## config.mk

```make
export PLATFORM = sky130hd
export DESIGN_NAME = wb_lane_downsizer
export DESIGN_NICKNAME = d
export VERILOG_FILES = /design/src/rtl/lane_dsz_pkg.sv /design/src/rtl/dsz_seq_ctrl.sv /design/src/rtl/dsz_lane_steer.sv /design/src/rtl/dsz_read_gather.sv /design/src/rtl/wb_lane_downsizer.sv
export SDC_FILE = /design/constraint.sdc
export NUM_CORES = 1
export LEC_CHECK = 0
export BUFFER_PORTS_ARGS = -buffer_cell sky130_fd_sc_hd__clkbuf_2
export CAP_MARGIN = 20
export CORE_UTILIZATION = 44
export CTS_CLUSTER_DIAMETER = 40
export CTS_CLUSTER_SIZE = 16
export DETAILED_ROUTE_END_ITERATION = 6
export MAX_ROUTING_LAYER = met4
export PLACE_DENSITY = 0.76
export SETUP_SLACK_MARGIN = 0.5
export SYNTH_ARGS = -nofsm -noshare
export SYNTH_HDL_FRONTEND = slang
export SYNTH_SLANG_ARGS = --single-unit
```

## constraint.sdc

```tcl
create_clock -name clk -period 1.6 [get_ports clk]
set_input_delay 0.32 -clock clk [delete_from_list [all_inputs] [get_ports clk]]
set_output_delay 0.32 -clock clk [all_outputs]
set_load 0.02 [all_outputs]
```

## src/rtl/lane_dsz_pkg.sv

```systemverilog
package lane_dsz_pkg;

   typedef enum logic [2:0] {
      ST_IDLE = 3'd0,
      ST_LO   = 3'd1,
      ST_GAP  = 3'd2,
      ST_HI   = 3'd3,
      ST_RESP = 3'd4
   } dsz_state_e;

endpackage

```

## src/rtl/dsz_seq_ctrl.sv

```systemverilog
module dsz_seq_ctrl
   import lane_dsz_pkg::*;
#(
   parameter int SEL_W = 8
) (
   input  logic             clk,
   input  logic             rst_n,
   input  logic             req,
   input  logic [SEL_W-1:0] sel_in,
   input  logic             dn_ack,
   input  logic             dn_err,
   output dsz_state_e       state,
   output logic             err_flag,
   output logic             cap_lo,
   output logic             cap_hi
);

   localparam int HALF_SEL = SEL_W / 2;

   logic       have_bottom;
   logic       have_top;
   logic       top_q;
   dsz_state_e state_nx;

   assign have_bottom = |sel_in[HALF_SEL-1:0];
   assign have_top    = |sel_in[SEL_W-1:HALF_SEL];

   always_comb begin
      state_nx = state;
      unique case (state)
         ST_IDLE: begin
            if (req) begin
               if (have_bottom)   state_nx = ST_LO;
               else if (have_top) state_nx = ST_HI;
               else               state_nx = ST_RESP;
            end
         end
         ST_LO: begin
            if (dn_err)      state_nx = ST_RESP;
            else if (dn_ack) state_nx = top_q ? ST_GAP : ST_RESP;
         end
         ST_GAP:  state_nx = ST_HI;
         ST_HI: begin
            if (dn_err || dn_ack) state_nx = ST_RESP;
         end
         ST_RESP: state_nx = ST_IDLE;
         default: state_nx = ST_IDLE;
      endcase
   end

   always_ff @(posedge clk) begin
      if (!rst_n) begin
         state    <= ST_IDLE;
         top_q    <= 1'b0;
         err_flag <= 1'b0;
      end else begin
         state <= state_nx;
         if (state == ST_IDLE && req) begin
            top_q    <= have_top;
            err_flag <= 1'b0;
         end else if ((state == ST_LO || state == ST_HI) && dn_err) begin
            err_flag <= 1'b1;
         end
      end
   end

   assign cap_lo = (state == ST_LO) && dn_ack && !dn_err;
   assign cap_hi = (state == ST_HI) && dn_ack && !dn_err;


   err_skip_chk: assert property (@(posedge clk) disable iff (!rst_n)
      (state == ST_LO && dn_err) |=> (state == ST_RESP && err_flag));


   empty_resp_chk: assert property (@(posedge clk) disable iff (!rst_n)
      (state == ST_IDLE && req && !(|sel_in)) |=> (state == ST_RESP));

endmodule

```

## src/rtl/dsz_lane_steer.sv

```systemverilog
module dsz_lane_steer #(
   parameter int IN_W  = 64,
   parameter int OUT_W = 32
) (
   input  logic [IN_W-1:0]  vec_in,
   input  logic             pick_hi,
   output logic [OUT_W-1:0] vec_out
);

   if (IN_W != 2 * OUT_W) begin : g_bad_ratio
      $error("dsz_lane_steer: IN_W must be twice OUT_W");
   end

   for (genvar b = 0; b < OUT_W; b++) begin : g_bit
      assign vec_out[b] = pick_hi ? vec_in[OUT_W + b] : vec_in[b];
   end

endmodule

```

## src/rtl/dsz_read_gather.sv

```systemverilog
module dsz_read_gather #(
   parameter int DN_DW = 32,
   parameter int LANES = 2
) (
   input  logic                   clk,
   input  logic                   rst_n,
   input  logic                   clr,
   input  logic [LANES-1:0]       cap,
   input  logic [DN_DW-1:0]       dn_dat,
   output logic [LANES*DN_DW-1:0] wide_dat
);

   if (LANES < 1) begin : g_bad_lanes
      $error("dsz_read_gather: LANES must be at least one");
   end

   for (genvar l = 0; l < LANES; l++) begin : g_lane
      logic [DN_DW-1:0] lane_q;
      always_ff @(posedge clk) begin
         if (!rst_n || clr) lane_q <= '0;
         else if (cap[l])   lane_q <= dn_dat;
      end
      assign wide_dat[l*DN_DW +: DN_DW] = lane_q;
   end

endmodule

```

## src/rtl/wb_lane_downsizer.sv

```systemverilog
module wb_lane_downsizer
   import lane_dsz_pkg::*;
#(
   parameter int UP_DW = 64,
   parameter int DN_DW = 32,
   parameter int ADR_W = 28
) (
   input  logic                 clk,
   input  logic                 rst_n,
   input  logic                 up_cyc,
   input  logic                 up_stb,
   input  logic                 up_we,
   input  logic [ADR_W-1:0]     up_adr,
   input  logic [UP_DW/8-1:0]   up_sel,
   input  logic [UP_DW-1:0]     up_dat_w,
   output logic [UP_DW-1:0]     up_dat_r,
   output logic                 up_ack,
   output logic                 up_err,
   output logic                 dn_cyc,
   output logic                 dn_stb,
   output logic                 dn_we,
   output logic [ADR_W:0]       dn_adr,
   output logic [DN_DW/8-1:0]   dn_sel,
   output logic [DN_DW-1:0]     dn_dat_w,
   input  logic [DN_DW-1:0]     dn_dat_r,
   input  logic                 dn_ack,
   input  logic                 dn_err
);

   localparam int UP_SW = UP_DW / 8;
   localparam int DN_SW = DN_DW / 8;
   localparam int LANES = UP_DW / DN_DW;

   if (UP_DW != 2 * DN_DW) begin : g_bad_ratio
      $error("wb_lane_downsizer: only a 2:1 width ratio is supported");
   end
   if (DN_DW % 8 != 0) begin : g_bad_bytes
      $error("wb_lane_downsizer: DN_DW must be a whole number of bytes");
   end
   if (ADR_W < 1) begin : g_bad_adr
      $error("wb_lane_downsizer: ADR_W must be positive");
   end

   dsz_state_e           state;
   logic                 err_flag;
   logic                 cap_lo;
   logic                 cap_hi;
   logic                 accept;
   logic                 in_hi;
   logic                 active;
   logic [ADR_W-1:0]     adr_q;
   logic                 we_q;
   logic [UP_SW-1:0]     sel_q;
   logic [UP_DW-1:0]     wdat_q;
   logic [LANES-1:0]     cap_vec;

   assign accept = (state == ST_IDLE) && up_cyc && up_stb;
   assign in_hi  = (state == ST_HI);
   assign active = (state == ST_LO) || (state == ST_HI);

   always_ff @(posedge clk) begin
      if (!rst_n) begin
         adr_q  <= '0;
         we_q   <= 1'b0;
         sel_q  <= '0;
         wdat_q <= '0;
      end else if (accept) begin
         adr_q  <= up_adr;
         we_q   <= up_we;
         sel_q  <= up_sel;
         wdat_q <= up_dat_w;
      end
   end

   dsz_seq_ctrl #(.SEL_W(UP_SW)) i_ctrl (
      .clk      (clk),
      .rst_n    (rst_n),
      .req      (accept),
      .sel_in   (up_sel),
      .dn_ack   (dn_ack),
      .dn_err   (dn_err),
      .state    (state),
      .err_flag (err_flag),
      .cap_lo   (cap_lo),
      .cap_hi   (cap_hi)
   );

   dsz_lane_steer #(.IN_W(UP_DW), .OUT_W(DN_DW)) i_wdat_steer (
      .vec_in  (wdat_q),
      .pick_hi (in_hi),
      .vec_out (dn_dat_w)
   );

   dsz_lane_steer #(.IN_W(UP_SW), .OUT_W(DN_SW)) i_sel_steer (
      .vec_in  (sel_q),
      .pick_hi (in_hi),
      .vec_out (dn_sel)
   );

   assign cap_vec = {cap_hi && !we_q, cap_lo && !we_q};

   dsz_read_gather #(.DN_DW(DN_DW), .LANES(LANES)) i_gather (
      .clk      (clk),
      .rst_n    (rst_n),
      .clr      (accept),
      .cap      (cap_vec),
      .dn_dat   (dn_dat_r),
      .wide_dat (up_dat_r)
   );

   assign dn_cyc = active;
   assign dn_stb = active;
   assign dn_we  = we_q;
   assign dn_adr = {adr_q, in_hi};
   assign up_ack = (state == ST_RESP) && !err_flag;
   assign up_err = (state == ST_RESP) && err_flag;


   no_empty_sel_chk: assert property (@(posedge clk) disable iff (!rst_n)
      dn_stb |-> (dn_sel != '0));


   hold_until_ack_chk: assert property (@(posedge clk) disable iff (!rst_n)
      (dn_stb && !dn_ack && !dn_err) |=>
         (dn_stb && $stable(dn_adr) && $stable(dn_sel) && $stable(dn_dat_w)));


   gap_after_ack_chk: assert property (@(posedge clk) disable iff (!rst_n)
      (dn_stb && (dn_ack || dn_err)) |=> !dn_stb);


   ack_pulse_chk: assert property (@(posedge clk) disable iff (!rst_n)
      up_ack |=> !up_ack);


   ack_err_excl_chk: assert property (@(posedge clk) disable iff (!rst_n)
      !(up_ack && up_err));


   low_before_high_chk: assert property (@(posedge clk) disable iff (!rst_n)
      (dn_stb && !dn_adr[0] && dn_ack && sel_q[UP_SW-1:DN_SW] != '0) |=>
         ##1 (dn_stb && dn_adr[0]));

endmodule

```

# After elaboration in Yosys (flattened, before gate mapping)
# Index checks and enable logic that the tools add are counted.
# classes
eq_ne	7
muxes	44
bitwise	1
n_reduce_logical	24
# ops
operator	n
two-way mux 1 bit	36
two-way mux 3 bit	7
logical AND 1 bit	12
one-hot mux 3 bit (4 select lines)	1
OR reduction 4 bit	2
== test 3 x 2 -> 1 bit (second input constant)	2
logical NOT 1 bit	4
== test 3 x 1 -> 1 bit (second input constant)	1
== test 3 bit (second input constant)	1
logical NOT 3 bit	1
logical OR 1 bit	3
!= test 3 bit (second input constant)	1
AND reduction 3 bit	1
!= test 2 x 1 -> 1 bit (second input constant)	1
!= test 2 bit (second input constant)	1
OR reduction 2 bit	1
inverter 1 bit	1
# totals
register_bits	170
input_bits	139
out_inout_bits	134
word_cells	85

# Longest topological paths before layout
# logic_depth
depth_word	5
ltp_mapped	6

# Modules after synthesis
# Synthesis repeated with hierarchy kept, for this count alone.
# unflattened
cells_unflattened	729
area_unflattened_um2	7365.8
# modules_own_cells
module	n_inst	cells_each	area_each_um2	seq_area_each_um2
wb_lane_downsizer	1	447	4076.4	2021.9
dsz_read_gather	1	208	2397.3	1281.2
dsz_lane_steer at i_wdat_steer	1	36	544.3	0.0
dsz_seq_ctrl	1	34	302.8	100.1
dsz_lane_steer at i_sel_steer	1	4	45.0	0.0

# Worst setup path after synthesis
# OpenSTA, ideal clock, no wires.
# synth_path
kind	reg2out
start	register i_ctrl.state[0]
end	output port dn_sel[2]
arrival_time_ns	1.672
required_time_ns	1.280
setup_slack_ns	-0.392
path_stages_with_launch	7
n_path_buf	2
cell_sequence	dfxtp_1 buf_2 nor2b_2 nand2_2 inv_2 buf_4 mux2_1
# synth_via
elab_chain_len	2
# synth_lines
element	line	rtl
from (decl)	dsz_seq_ctrl.sv:12	output dsz_state_e state,
from (signal assigned)	dsz_seq_ctrl.sv:57	state <= state_nx;
== test 3 x 2 -> 1 bit	wb_lane_downsizer.sv:58	assign in_hi = (state == ST_HI);
net i_sel_steer.pick_hi	dsz_lane_steer.sv:6	input logic pick_hi,
two-way mux 1 bit	dsz_lane_steer.sv:15	assign vec_out[b] = pick_hi ? vec_in[OUT_W + b] : vec_in[b];
to (decl)	wb_lane_downsizer.sv:23	output logic [DN_DW/8-1:0] dn_sel,
# The timed path passes the listed nets, and every way through them passes these cells.

# Final worst setup path
# layout_path
start	register i_ctrl.state[0]
end	output port dn_dat_w[12]
# layout_via
elab_chain_len	2
# layout_lines
element	line	rtl
== test 3 x 2 -> 1 bit	wb_lane_downsizer.sv:58	
two-way mux 1 bit	dsz_lane_steer.sv:15	
to (decl)	wb_lane_downsizer.sv:24	output logic [DN_DW-1:0] dn_dat_w,
# No other way between the ends.

==> metrics <==
number of fill cells 537; Clock Path Buffers 2; endpoint class of the critical path output port; DRC 0; Finished Core Util just over 90%; Gate power share 21.8%; Slew HR 56.3%; CTS tree yes; Final Instance Count excl. Fillers 1,393; dpl cells 1,258; #FFs+latches synth 170; Met1 Wirelength 13,200 µm; Worst setup SP type flop; routability cong. 0.827; Core ar. between 15,000 and 20,000 µm²; Initial DRT Pass Iterations 5; Setup WS post-layout -0.609 ns; Hold Violations, Final 0; fmax 453 MHz; GRT Total Usage roughly 34%; Final ANT Viol Nets 0; final total power 11.1 mW; pwr dens between 700 and 800 nW/µm²; ratio of cells with drive above 1 in the final layout 75.3%; switching share of power 31.2%; Area after DPL 9150 µm²; antenna violations before repair 2; Synth-to-Final Area Change 100%; crit path time final 2.21 ns; Tightest Pin Transition 0.650 ns; peak supply drop 1230 µV; # IOs between 200 and 300; r2r setup slk -0.36 ns; dpl ws -0.00182 ns; Mapped Area 6990 µm²; failing checks setup timing; # rows 45; register share of total power 40.6%; Max Cap Viol 0; Overflow after GRT 0; Via density 6.73; cts bufs inserted 17; Worst Hold Class in2reg; Final Slew Violations 0; Root Buffer clkbuf_16; H-tree depth 4; die footprint 16,400 µm²; Post-Syn Instances 837; clk slew on worst S/H paths ~0.070 ns; worst clock skew about 0.021 ns; Multi-input gate area 5330 µm²; Ys Warns 0; CP Data Required Time ~1.3 ns; WL final a little over 40,000 µm; initial DRC count 1,005; crit-path max cell delay 0.44 ns; final setup fails 207; static leakage ~5.1 nW; clock share of power roughly 38%; vias in the first global route 7,907; WL/cell 29.3 µm; Die Width approximately 130 µm; Cell Int Power 7.64 mW; hpwl dp around 14,000 µm; Synth cell types 32; commonest cells after routing, fill and taps aside clkbuf_2 (176), a21oi_2 (126), dfxtp_1 (113); global-route wire length before repair 42,000 µm; Die H roughly 130 µm; Setup CP Type reg2out; Vias 9,374; setup TNS -48.25 ns; port bufs 272; NetSw 3.47 mW; clk sinks 170; Reg area 3480 µm²; Async SR Flop Fraction 0%; RSZ-0062 raised after global routing yes; Mean Syn Cell Area around 8.4 µm²; Critical Path Slowest Stage Cell mux2_2; later-pin clock latency in the skew report roughly 0.45 ns; Mapped Nets 976; final net count 1,307; routed length on met2 19,300 µm; largest net degree at the start of global routing 61; ys flop type dfxtp_1; Hold WS roughly 0.12 ns; crit-path cells nor2b_4 -> nand2_4 -> buf_6 -> buf_16 -> mux2_2 -> buf_8; most common cell after layout, fill and taps aside clkbuf_2; worst-path fanout max 7; status finished with violations; met3 wire len 4310 µm; part of the Yosys area used for sequential elements a little under 50%; CP Data Arrival Time 1.89 ns; final instance area ~14,000 µm²; top sig layer met4; period utilisation layout 138%; Initial Utilization 45.5%; number of flops mapped to enable cells by yosys 0
==> routing by layer <==
layer	vias up	global-route usage [%]
met3	359	7.97
met1	4424	38.7
met2	850	57.0
met5	-	-
met4	0	17.5
li1	3741	-
==> synthesized netlist by cell type (2+ instances only) <==
master / number / area, µm²
nand3_1: 166 / 831
o21ai_0: 162 / 811
clkbuf_1: 47 / 176
a21oi_1: 168 / 841
buf_4: 6 / 45.0
dfxtp_1: 170 / 3400
nor2b_1: 3 / 18.8
buf_1: 10 / 37.5
inv_1: 2 / 7.51
nand4bb_1: 2 / 22.5
inv_2: 2 / 7.51
nor2_1: 3 / 11.3
o21ai_1: 5 / 25.0
buf_2: 34 / 170
nor4bb_1: 2 / 20.0
mux2_2: 34 / 383
a311oi_1: 2 / 17.5
nand2b_1: 2 / 12.5
nor4_1: 3 / 18.8
mux2_1: 2 / 22.5
==> timing repair <==
item / 4_1_cts / 5_1_grt
resized for setup: 289 / 544
gates cloned: 25 / 15
buffers inserted: 33 / 29
hold endpoints to repair: 0 / 0
hold buffers: 0 / 0
pin swaps: 36 / 162
setup endpoints to repair: 303 / 304
==> power groups by stage <==
stage	logic [mW]	registers [mW]	clock network, mW
global route	2.48	4.51	4.31
global placement	1.20	4.55	0
CTS	1.68	4.47	4.05
detailed placement	1.22	4.55	0
finish	2.42	4.51	4.17
floorplan	0.719	4.59	0
==> flip-flops by register name, summed over array words and instances (netlist names) <==
signal and cells:
wdat_q 64, dn_we 1, sel_q 8, i_ctrl.top_q 1
i_ctrl.err_flag 1, i_gather.g_lane.lane_q 64, adr_q 28, i_ctrl.state 3
==> final cells by class <==
class / instances / area share [%]
tap: 211 / 1.89
sequential: 170 / 24.9
clock buffer: 17 / 3.04
clock inverter: 14 / 0.993
multi-input combinational: 567 / 38.1
antenna: 2 / 0.0358
timing repair buffer: 408 / 30.9
inverter: 4 / 0.179
==> critical path, delay by kind of cell, from the launching register on <==
kind / cells / cell delay, ns
buffers and inverters: 3 / 0.43
and+or+nand+nor: 2 / 0.24
DFF: 1 / 0.33
muxes: 1 / 0.44
==> worst paths after layout <==
check / depth (start not counted) / startpoint / endpoint
worst max-delay path: 6 / i_ctrl.state[0] / dn_dat_w[12]
worst min-delay path: 3 / up_dat_w[20] / wdat_q[20]
worst max register to register: 10 / i_ctrl.state[2] / i_gather.g_lane[1].lane_q[4]
worst min register to register: 2 / adr_q[9] / adr_q[9]
==> logic make-up after synthesis <==
family / synth area share, %
flip-flops: 48.7
buffers and inverters: 6.36
multiplexers: 5.80
AND/OR/NAND/NOR: 14.4
AO/OA/AOI/OAI: 24.7
No activity file was read; power rests on OpenSTA's default activity.
